**src/rtl/clkcfg_serial_regs.sv**
```systemverilog
module clkcfg_serial_regs #(
  parameter logic [6:0] SLAVE_ADDR = 7'h69,
  parameter int         NREG       = 6
) (
  input  logic              clk,
  input  logic              rst_n,
  input  logic              scl_in,
  input  logic              sda_in,
  input  logic [3:0]        strap_fs,
  output logic              sda_oe,
  output logic [NREG*8-1:0] reg_bank
);
  localparam int PW = $clog2(NREG + 1);
  localparam logic [PW-1:0] LAST = PW'(NREG);

  typedef enum logic [2:0] {IDLE, RX, RACK, TX, TACK} st_t;

  logic [2:0] scl_q, sda_q;
  logic [NREG-1:0][7:0] store, view;
  logic [7:0] sh, rd_byte;
  logic [3:0] bitcnt;
  logic [1:0] phase;
  logic [PW-1:0] ptr;
  logic rw;
  st_t st;

  always_ff @(posedge clk or negedge rst_n)
    if (!rst_n) begin
      scl_q <= '1;
      sda_q <= '1;
    end else begin
      scl_q <= {scl_q[1:0], scl_in};
      sda_q <= {sda_q[1:0], sda_in};
    end

  wire scl_rise  = scl_q[1] & ~scl_q[2];
  wire scl_fall  = ~scl_q[1] & scl_q[2];
  wire start_det = scl_q[1] & scl_q[2] & sda_q[2] & ~sda_q[1];
  wire stop_det  = scl_q[1] & scl_q[2] & ~sda_q[2] & sda_q[1];

  always_comb begin
    view = store;
    view[1][7] = strap_fs[2];
    view[3][6] = strap_fs[0];
    view[4][3] = strap_fs[1];
    view[4][1] = strap_fs[3];
  end

  assign reg_bank = view;
  assign rd_byte  = (ptr < LAST) ? view[ptr] : 8'hFF;

  always_ff @(posedge clk or negedge rst_n)
    if (!rst_n) begin
      st     <= IDLE;
      sda_oe <= 1'b0;
      sh     <= '0;
      bitcnt <= '0;
      phase  <= '0;
      ptr    <= '0;
      rw     <= 1'b0;
      for (int i = 0; i < NREG; i++) store[i] <= (i == 0) ? 8'h00 : 8'hFF;
    end else if (start_det) begin
      st     <= RX;
      sda_oe <= 1'b0;
      bitcnt <= '0;
      phase  <= '0;
      ptr    <= '0;
    end else if (stop_det) begin
      st     <= IDLE;
      sda_oe <= 1'b0;
    end else begin
      case (st)
        RX:
          if (scl_rise && bitcnt != 4'd8) begin
            sh     <= {sh[6:0], sda_q[1]};
            bitcnt <= bitcnt + 4'd1;
          end else if (scl_fall && bitcnt == 4'd8) begin
            bitcnt <= '0;
            if (phase == 2'd0 && sh[7:1] != SLAVE_ADDR) st <= IDLE;
            else begin
              st     <= RACK;
              sda_oe <= 1'b1;
              if (phase == 2'd0) rw <= sh[0];
              if (phase == 2'd3) begin
                if (ptr < LAST) store[ptr] <= sh;
                if (ptr != LAST) ptr <= ptr + 1'b1;
              end
            end
          end
        RACK:
          if (scl_fall) begin
            if (phase == 2'd0 && rw) begin
              st     <= TX;
              sh     <= {rd_byte[6:0], 1'b0};
              sda_oe <= ~rd_byte[7];
              bitcnt <= 4'd1;
              if (ptr != LAST) ptr <= ptr + 1'b1;
            end else begin
              st     <= RX;
              sda_oe <= 1'b0;
              if (phase != 2'd3) phase <= phase + 2'd1;
            end
          end
        TX:
          if (scl_fall) begin
            if (bitcnt == 4'd8) begin
              sda_oe <= 1'b0;
              st     <= TACK;
            end else begin
              sda_oe <= ~sh[7];
              sh     <= {sh[6:0], 1'b0};
              bitcnt <= bitcnt + 4'd1;
            end
          end
        TACK:
          if (scl_rise && sda_q[1]) st <= IDLE;
          else if (scl_fall) begin
            st     <= TX;
            sh     <= {rd_byte[6:0], 1'b0};
            sda_oe <= ~rd_byte[7];
            bitcnt <= 4'd1;
            if (ptr != LAST) ptr <= ptr + 1'b1;
          end
        default: ;
      endcase
    end

  assert_sda_on_fall_R8: assert property (@(posedge clk) disable iff (!rst_n)
    !$stable(sda_oe) |-> $past(scl_fall || start_det || stop_det));

  assert_store_on_data_R3: assert property (@(posedge clk) disable iff (!rst_n)
    !$stable(store) |-> $past(scl_fall && st == RX && phase == 2'd3));

  assert_tx_needs_read_R4: assert property (@(posedge clk) disable iff (!rst_n)
    (st == TX || st == TACK) |-> rw);

  assert_ptr_bound_R7: assert property (@(posedge clk) disable iff (!rst_n)
    ptr <= LAST);
endmodule

```
**config.mk**
```make
export PLATFORM = sky130hd
export DESIGN_NAME = clkcfg_serial_regs
export DESIGN_NICKNAME = d
export VERILOG_FILES = /design/src/rtl/clkcfg_serial_regs.sv
export SDC_FILE = /design/constraint.sdc
export NUM_CORES = 1
export LEC_CHECK = 0
export ABC_AREA = 1
export BUFFER_PORTS_ARGS = -buffer_cell sky130_fd_sc_hd__buf_2
export CELL_PAD_IN_SITES_DETAIL_PLACEMENT = 2
export CELL_PAD_IN_SITES_GLOBAL_PLACEMENT = 2
export CORE_ASPECT_RATIO = 1.25
export CORE_MARGIN = 2
export CORE_UTILIZATION = 31
export CTS_BUF_LIST = sky130_fd_sc_hd__clkbuf_8
export DETAILED_ROUTE_END_ITERATION = 7
export PLACE_DENSITY_LB_ADDON = 0.1
export SETUP_SLACK_MARGIN = 0.3
export SYNTH_ARGS = -nofsm -noshare
export SYNTH_HDL_FRONTEND = slang
export SYNTH_SLANG_ARGS = --single-unit
```
**constraint.sdc**
```tcl
create_clock -name clk -period 1.7 [get_ports clk]
set_input_delay 0.085 -clock clk [delete_from_list [all_inputs] [get_ports clk]]
set_output_delay 0.085 -clock clk [all_outputs]
set_load 0.1 [all_outputs]
```
==> results of run 1 <==
-- final timing paths --
kind / startpoint / endpoint / slack (ns) / cells past startpoint
worst max-delay path: bitcnt[0] / reg_bank[0] / -0.27 / 11
worst min-delay path: rst_n / sh[4] / 0.20 / 2
worst max register to register: bitcnt[0] / reg_bank[0] / -0.27 / 11
worst min register to register: scl_q[0] / scl_q[1] / 0.36 / 0
max in group asynchronous: rst_n / reg_bank[39] / 0.84 / 3
min in group clk: strap_fs[3] / sh[2] / 0.29 / 7
-- power breakdown --
group          switching [mW]  internal, mW  total, mW
Combinational            3.47          2.07       5.53
Sequential              0.278          1.92       2.20
Clock                   0.754         0.711       1.47
Total                    4.50          4.70       9.20
-- flip-flops by register name, summed over array words and instances (netlist names) --
signal and count:
st 3, bitcnt 4, sda_q 3, phase 2
sh 8, ptr 3, reg_bank 44, sda_oe 1
scl_q 3, rw 1
-- routing by layer --
layer | up-vias | wire, µm
li1 | 2173 | -
met1 | 2397 | 7360
met2 | 110 | 11300
met3 | 50 | 604
met4 | 0 | 912
met5 | - | 0
-- through the flow --
step	worst slack (ns)	hold slack [ns]	TNS, ns	utilization (%)	power [mW]
floorplan	0.0389	-0.211	0	-	4.49
global placement	-0.0917	0.0589	-2.87	39.5	6.09
detailed placement	-0.154	0.0622	-6.77	39.5	6.26
CTS	-0.145	0.207	-4.60	45.5	8.43
global route	-0.320	0.224	-15.66	49.2	9.72
finish	-0.273	0.203	-11.50	49.2	9.20
-- layout make-up --
class	count	share of cell area, %
clock buffer	10	2.10
clock inverter	6	0.915
inverter	52	3.20
multi-input combinational	440	41.7
sequential	72	28.3
tap	171	3.26
timing repair buffer	158	20.5
-- logic make-up after synthesis --
logic type	after synthesis
AO/OA/AOI/OAI	34
XOR/XNOR	1
adder cells (fa/ha/maj)	6
AND/OR/NAND/NOR	398
buffers and inverters	78
flip-flops	72
-- cells in the final DEF (no fill, tap or decap), types with 2 or more instances in the layout --
master | synthesis | routed
sky130_fd_sc_hd__clkinv_4 | 0 | 2
sky130_fd_sc_hd__nand3_1 | 72 | 47
sky130_fd_sc_hd__o21ai_0 | 10 | 7
sky130_fd_sc_hd__buf_6 | 4 | 16
sky130_fd_sc_hd__nor2_4 | 4 | 15
sky130_fd_sc_hd__dfstp_2 | 42 | 42
sky130_fd_sc_hd__ha_1 | 6 | 4
sky130_fd_sc_hd__clkinv_2 | 0 | 2
sky130_fd_sc_hd__o21ai_2 | 0 | 2
sky130_fd_sc_hd__dlygate4sd3_1 | 0 | 3
sky130_fd_sc_hd__nor2_1 | 44 | 29
sky130_fd_sc_hd__buf_2 | 7 | 20
sky130_fd_sc_hd__buf_12 | 0 | 8
sky130_fd_sc_hd__nand2_1 | 236 | 160
sky130_fd_sc_hd__ha_4 | 0 | 2
sky130_fd_sc_hd__a21oi_1 | 4 | 2
sky130_fd_sc_hd__nand4_1 | 18 | 18
sky130_fd_sc_hd__inv_2 | 4 | 12
sky130_fd_sc_hd__inv_4 | 0 | 2
sky130_fd_sc_hd__dfrtp_2 | 0 | 3
sky130_fd_sc_hd__nand3_4 | 1 | 13
sky130_fd_sc_hd__clkbuf_8 | 0 | 10
sky130_fd_sc_hd__o211ai_1 | 18 | 18
sky130_fd_sc_hd__nand2_8 | 0 | 2
sky130_fd_sc_hd__nand2_4 | 0 | 16
sky130_fd_sc_hd__a21oi_2 | 0 | 2
sky130_fd_sc_hd__nand2_2 | 6 | 64
sky130_fd_sc_hd__buf_4 | 5 | 109
sky130_fd_sc_hd__nor2_2 | 5 | 10
sky130_fd_sc_hd__dfrtp_1 | 30 | 27
sky130_fd_sc_hd__nand3_2 | 3 | 16
sky130_fd_sc_hd__or2_2 | 6 | 5
sky130_fd_sc_hd__inv_1 | 46 | 36
-- critical path, cell delays in order, from the launching register on --
cell and delay (ns):
sky130_fd_sc_hd__dfrtp_1 0.41, sky130_fd_sc_hd__inv_2 0.09, sky130_fd_sc_hd__ha_4 0.15, sky130_fd_sc_hd__nand2_4 0.06, sky130_fd_sc_hd__nor2_4 0.14, sky130_fd_sc_hd__nand2_4 0.09, sky130_fd_sc_hd__nor2_4 0.13, sky130_fd_sc_hd__nand3_4 0.16
sky130_fd_sc_hd__nor2_8 0.28, sky130_fd_sc_hd__buf_12 0.16, sky130_fd_sc_hd__nand3_1 0.10, sky130_fd_sc_hd__nand2_2 0.12
-- repair_timing --
| item | CTS | global route |
|---|---|---|
| buffers inserted | 15 | 9 |
| setup endpoints to repair | 102 | 66 |
| hold buffers | 3 | 0 |
| pin swaps | 37 | 37 |
| hold endpoints to repair | 32 | 0 |
| cloned | 1 | 3 |
| gates resized for setup | 125 | 110 |
==> results.tsv, run 1 <==
metric	value	unit
run status	complete, but fails checks	
violated checks	negative setup slack	
Boundary Pins	57	
Vias per Instance	5.20	
vias after detailed routing	4730	
Root Buffer	sky130_fd_sc_hd__clkbuf_8	
starting density of the core	32.0	%
prevailing post-synth register cell	sky130_fd_sc_hd__dfstp_2	
number of nets with antenna violations after routing	0	
setup repair after global routing missed its margin	true	
total of flip-flops plus latches after synthesis	72	
detail-routed net length per standard cell	22.2	µm
clock buffers created by TritonCTS	9	
total wire length after detailed routing	20200	µm
Placer Congestion	0.879	
Syn-to-layout area delta	53.9	%
number of distinct library cells after synthesis	31	
number of buffers added on ports	56	
Compound-Gate Fraction of Synth Area	5.16	%
ys async rst share	100	%
proportion of synthesized chip area in sequential cells	43.5	%
library cell with the largest summed area after synthesis	sky130_fd_sc_hd__dfstp_2	
area of the mapped netlist	4270	µm²
Worst-Skew Late Latency	0.37	ns
most heavily used metal layer in global routing	met2	
grt ovf	0	
area share of fa/ha/maj cells after synthesis	1.76	%
post-route design area	6570	µm²
fraction of layout cells with a size suffix above 1	51.9	%
height of the chip	135	µm
share of the clock period used by the worst path	116	%
net count reported at finish	747	
M3 GR Usage	3.80	%
Post-synth EDFFs	0	
final count of pins violating max slew	0	
antenna violations before repair	0	
overall die area	14700	µm²
CTS max path bufs	2	
number of placement rows	47	
number of sinks driven by the clock tree	72	
xor and xnor area share after synthesis	0.205	%
leakage power of the design	3.26	nW
number of iterations in the first detailed-routing pass	5	
worst-case vdd ir drop	0.000755	V
Final setup violation count	64	
classification of the worst-slack hold path	input pin to async pin	
pin count of the biggest net entering global routing	43	
H-tree depth	3	
Die X	109	µm
Slew HR	60.1	%
violation count after the first detailed-route iteration	186	
number of nets produced by synthesis	603	
CTS tree	yes	
worst-margin pin slew	0.597	ns
leading cell types by total area after synthesis	sky130_fd_sc_hd__dfstp_2 (26%), sky130_fd_sc_hd__nand2_1 (21%), sky130_fd_sc_hd__dfrtp_1 (18%)	
largest fanout of any net on the critical path	9	
Syn Area/Cell	7.24	µm²
highest clock frequency the design can meet	507	MHz
setup skew after layout	0.0101	ns
# diodes	0	
total routing resource utilization after global routing	26.0	%
data arrival time of the worst path	2.28	ns
post-placement cell count	862	
post-synthesis mux area share	0	%
post-synth top area share	25.9	%
Final Hold Violating Endpoints	0	
Synth Warn #	0	
area taken by flip-flops and latches	1860	µm²
met1 track demand over resource	28.1	%
DRC violations left	0	
area post-placement	5270	µm²
Setup Crit Path Kind	flop to flop	
clock slew seen by the registers of the worst setup and hold paths	0.09	ns
area of combinational cells with multiple inputs	2740	µm²
number of standard cells after synthesis	589	
Post-Synth Simple-Gate Area	41.2	%
dominant combinational cell family by area after synthesis	simple AND/OR/NAND/NOR gates	
count of filler cells inserted in the layout	1502	
post-route worst setup slack	-0.273	ns
Power per Cell Area	1400	nW/µm²
launching element type of the critical path	flop	
Final HPWL DP	12800	µm
number of global-route vias before repair	5189	
most instantiated library cell after synthesis	sky130_fd_sc_hd__nand2_1	
CP endpoint kind	flop	
Max-cap violations	0	
fin cells	909	
Core Region	13300	µm²
wire length of the first global-routing pass	28600	µm
crit path time final	1.97	ns
top cells by instance count after synthesis	sky130_fd_sc_hd__nand2_1 (236), sky130_fd_sc_hd__nand3_1 (72), sky130_fd_sc_hd__inv_1 (46)	
required time of the critical path	2.01	ns
met2 global-route usage	49.2	%
(Power assumes the default switching activity.)
==> inputs of run 2 (changes only) <==
--- a/config.mk
+++ b/config.mk
@@ -10,9 +10,9 @@
 export CELL_PAD_IN_SITES_DETAIL_PLACEMENT = 2
 export CELL_PAD_IN_SITES_GLOBAL_PLACEMENT = 2
-export CORE_ASPECT_RATIO = 1.25
 export CORE_MARGIN = 2
 export CORE_UTILIZATION = 31
 export CTS_BUF_LIST = sky130_fd_sc_hd__clkbuf_8
 export DETAILED_ROUTE_END_ITERATION = 7
+export GPL_TIMING_DRIVEN = 0
 export PLACE_DENSITY_LB_ADDON = 0.1
 export SETUP_SLACK_MARGIN = 0.3
==> constraint.sdc (replaced) <==
create_clock -name clk -period 1.7 [get_ports clk]
set_input_delay 0.34 -clock clk [delete_from_list [all_inputs] [get_ports clk]]
set_output_delay 0.34 -clock clk [all_outputs]
set_load 0.1 [all_outputs]
==> run 2 against run 1 <==
  * The flow still finishes with violations (negative setup slack)
  * Clock power decreased by 7%
  * Sequential power shrank 5%
  * Via count increased by 11%
  * Highest routed layer unchanged
==> results.tsv, run 2 (same netlist as run 1, synthesis figures left out) <==
metric	value	unit
Vias per Instance	5.64	
most common library cell in the layout ignoring fill and taps	sky130_fd_sc_hd__nand2_1	
Die X	121	µm
most frequent CP cell	sky130_fd_sc_hd__nand2_1	
commonest cells after routing, fill and taps aside	sky130_fd_sc_hd__nand2_1 (167), sky130_fd_sc_hd__buf_4 (81), sky130_fd_sc_hd__nand2_2 (60)	
crit path time final	2.13	ns
detail-routed net length per standard cell	28.3	µm
CTS tree	yes	
cell family with the largest share of critical-path delay	simple AND/OR/NAND/NOR gates	
Max-cap violations	0	
height of the chip	121	µm
DRC violations left	0	
number of flip-flops under the largest register name	44	
highest clock frequency the design can meet	469	MHz
crit path max-delay cell type	sky130_fd_sc_hd__dfrtp_1	
number of sinks driven by the clock tree	72	
data arrival time of the worst path	2.40	ns
M3 GR Usage	5.03	%
leakage power of the design	3.37	nW
met2 global-route usage	60.6	%
H-tree depth	3	
area post-placement	4850	µm²
clock slew seen by the registers of the worst setup and hold paths	0.09	ns
total wire length after detailed routing	26300	µm
Power per Cell Area	1280	nW/µm²
largest fanout of any net on the critical path	8	
setup skew after layout	0.0221	ns
antenna violations before repair	0	
number of placement rows	42	
post-route design area	7180	µm²
setup repair after global routing missed its margin	true	
# diodes	0	
Final Hold Violating Endpoints	0	
number of global-route vias before repair	5747	
fraction of layout cells with a size suffix above 1	53.3	%
launching element type of the critical path	flop	
overall die area	14700	µm²
Worst-Skew Late Latency	0.40	ns
number of nets with antenna violations after routing	0	
violated checks	negative setup slack	
final worst hold slack	0.0532	ns
CP endpoint kind	flop	
Boundary Pins	57	
worst-margin pin slew	0.843	ns
Placer Congestion	0.831	
grt ovf	0	
worst reg-to-reg setup slack	-0.43	ns
Final HPWL DP	12000	µm
required time of the critical path	1.96	ns
Final setup violation count	64	
final core utilization	53.8	%
clock buffers created by TritonCTS	9	
violation count after the first detailed-route iteration	352	
CTS max path bufs	2	
post-route worst setup slack	-0.431	ns
share of the clock period used by the worst path	125	%
total routing resource utilization after global routing	33.2	%
post-placement cell count	822	
Slowest Stage Delay on Critical Path	0.35	ns
Syn-to-layout area delta	68.4	%
worst-case vdd ir drop	0.000859	V
run status	complete, but fails checks	
most heavily used metal layer in global routing	met2	
Slew HR	43.8	%
final sum of negative setup slack	-18.44	ns
fin cells	928	
starting density of the core	32.0	%
classification of the worst-slack hold path	input pin to flop	
pin count of the biggest net entering global routing	38	
number of buffers added on ports	56	
Critical path buffers and inverters	2	
final count of pins violating max slew	0	
net count reported at finish	761	
vias after detailed routing	5238	
Core Region	13300	µm²
number of iterations in the first detailed-routing pass	4	
Root Buffer	sky130_fd_sc_hd__clkbuf_8	
ordered list of cells on the worst path	buf_4, nand2_1, nor2_2, nand3_2, nand2_4, nand2_1, nor2_4, buf_12, nand3_4, nand2_1, nand2_1	
met1 track demand over resource	36.0	%
wire length of the first global-routing pass	35700	µm
Setup Crit Path Kind	flop to flop	
run 2: layer usage:
| layer | share of wire, % | vias to the layer above |
|---|---|---|
| met5 | 0 | - |
| met4 | 7.0 | 0 |
| met2 | 53 | 231 |
| met3 | 3.8 | 122 |
| li1 | - | 2200 |
| met1 | 36 | 2685 |
run 2: worst paths after layout:
check                      startpoint            to  cells past startpoint
max in group asynchronous       rst_n  reg_bank[25]                      3
min in group asynchronous       rst_n      phase[0]                      2
max reg2reg                     sh[1]   reg_bank[0]                     11
min reg2reg                  sda_q[0]      sda_q[1]                      0
min                            sda_in      sda_q[0]                      1
max                             sh[1]   reg_bank[0]                     11
run 2: repair_timing:
item / in CTS / in global routing
pin swaps: 71 / 33
setup buffers: 72 / 13
hold endpoints to repair: 19 / 0
cloned: 4 / 0
gates resized for setup: 312 / 91
endpoints found under the setup margin: 111 / 109
hold buffers: 1 / 0
run 2: through the flow:
stage / setup slack (ns) / total power, mW
4_1_cts: -0.223 / 8.21
6_report: -0.431 / 9.23
2_1_floorplan: 0.0389 / 4.49
5_1_grt: -0.480 / 9.59
3_5_place_dp: -0.413 / 5.62
3_3_place_gp: -0.388 / 5.45
run 2: cell type report:
| cell class | count | area [µm²] |
|---|---|---|
| clock inverters | 6 | 27.5 |
| plain buffers | 26 | 295 |
| fillers | 1418 | 6160 |
| clock buffers | 10 | 138 |
| flip-flops and latches | 72 | 1860 |
| repair buffers | 146 | 1680 |
| inverters | 52 | 219 |
| well taps | 176 | 220 |
| multi-input cells | 440 | 2740 |
run 2: power by group:
group	total (mW)	switching [mW]	leakage, nW	internal [mW]
Combinational	5.77	3.86	2.44	1.91
Sequential	2.09	0.171	0.826	1.92
Clock	1.37	0.818	0.0982	0.552
Total	9.23	4.85	3.37	4.38
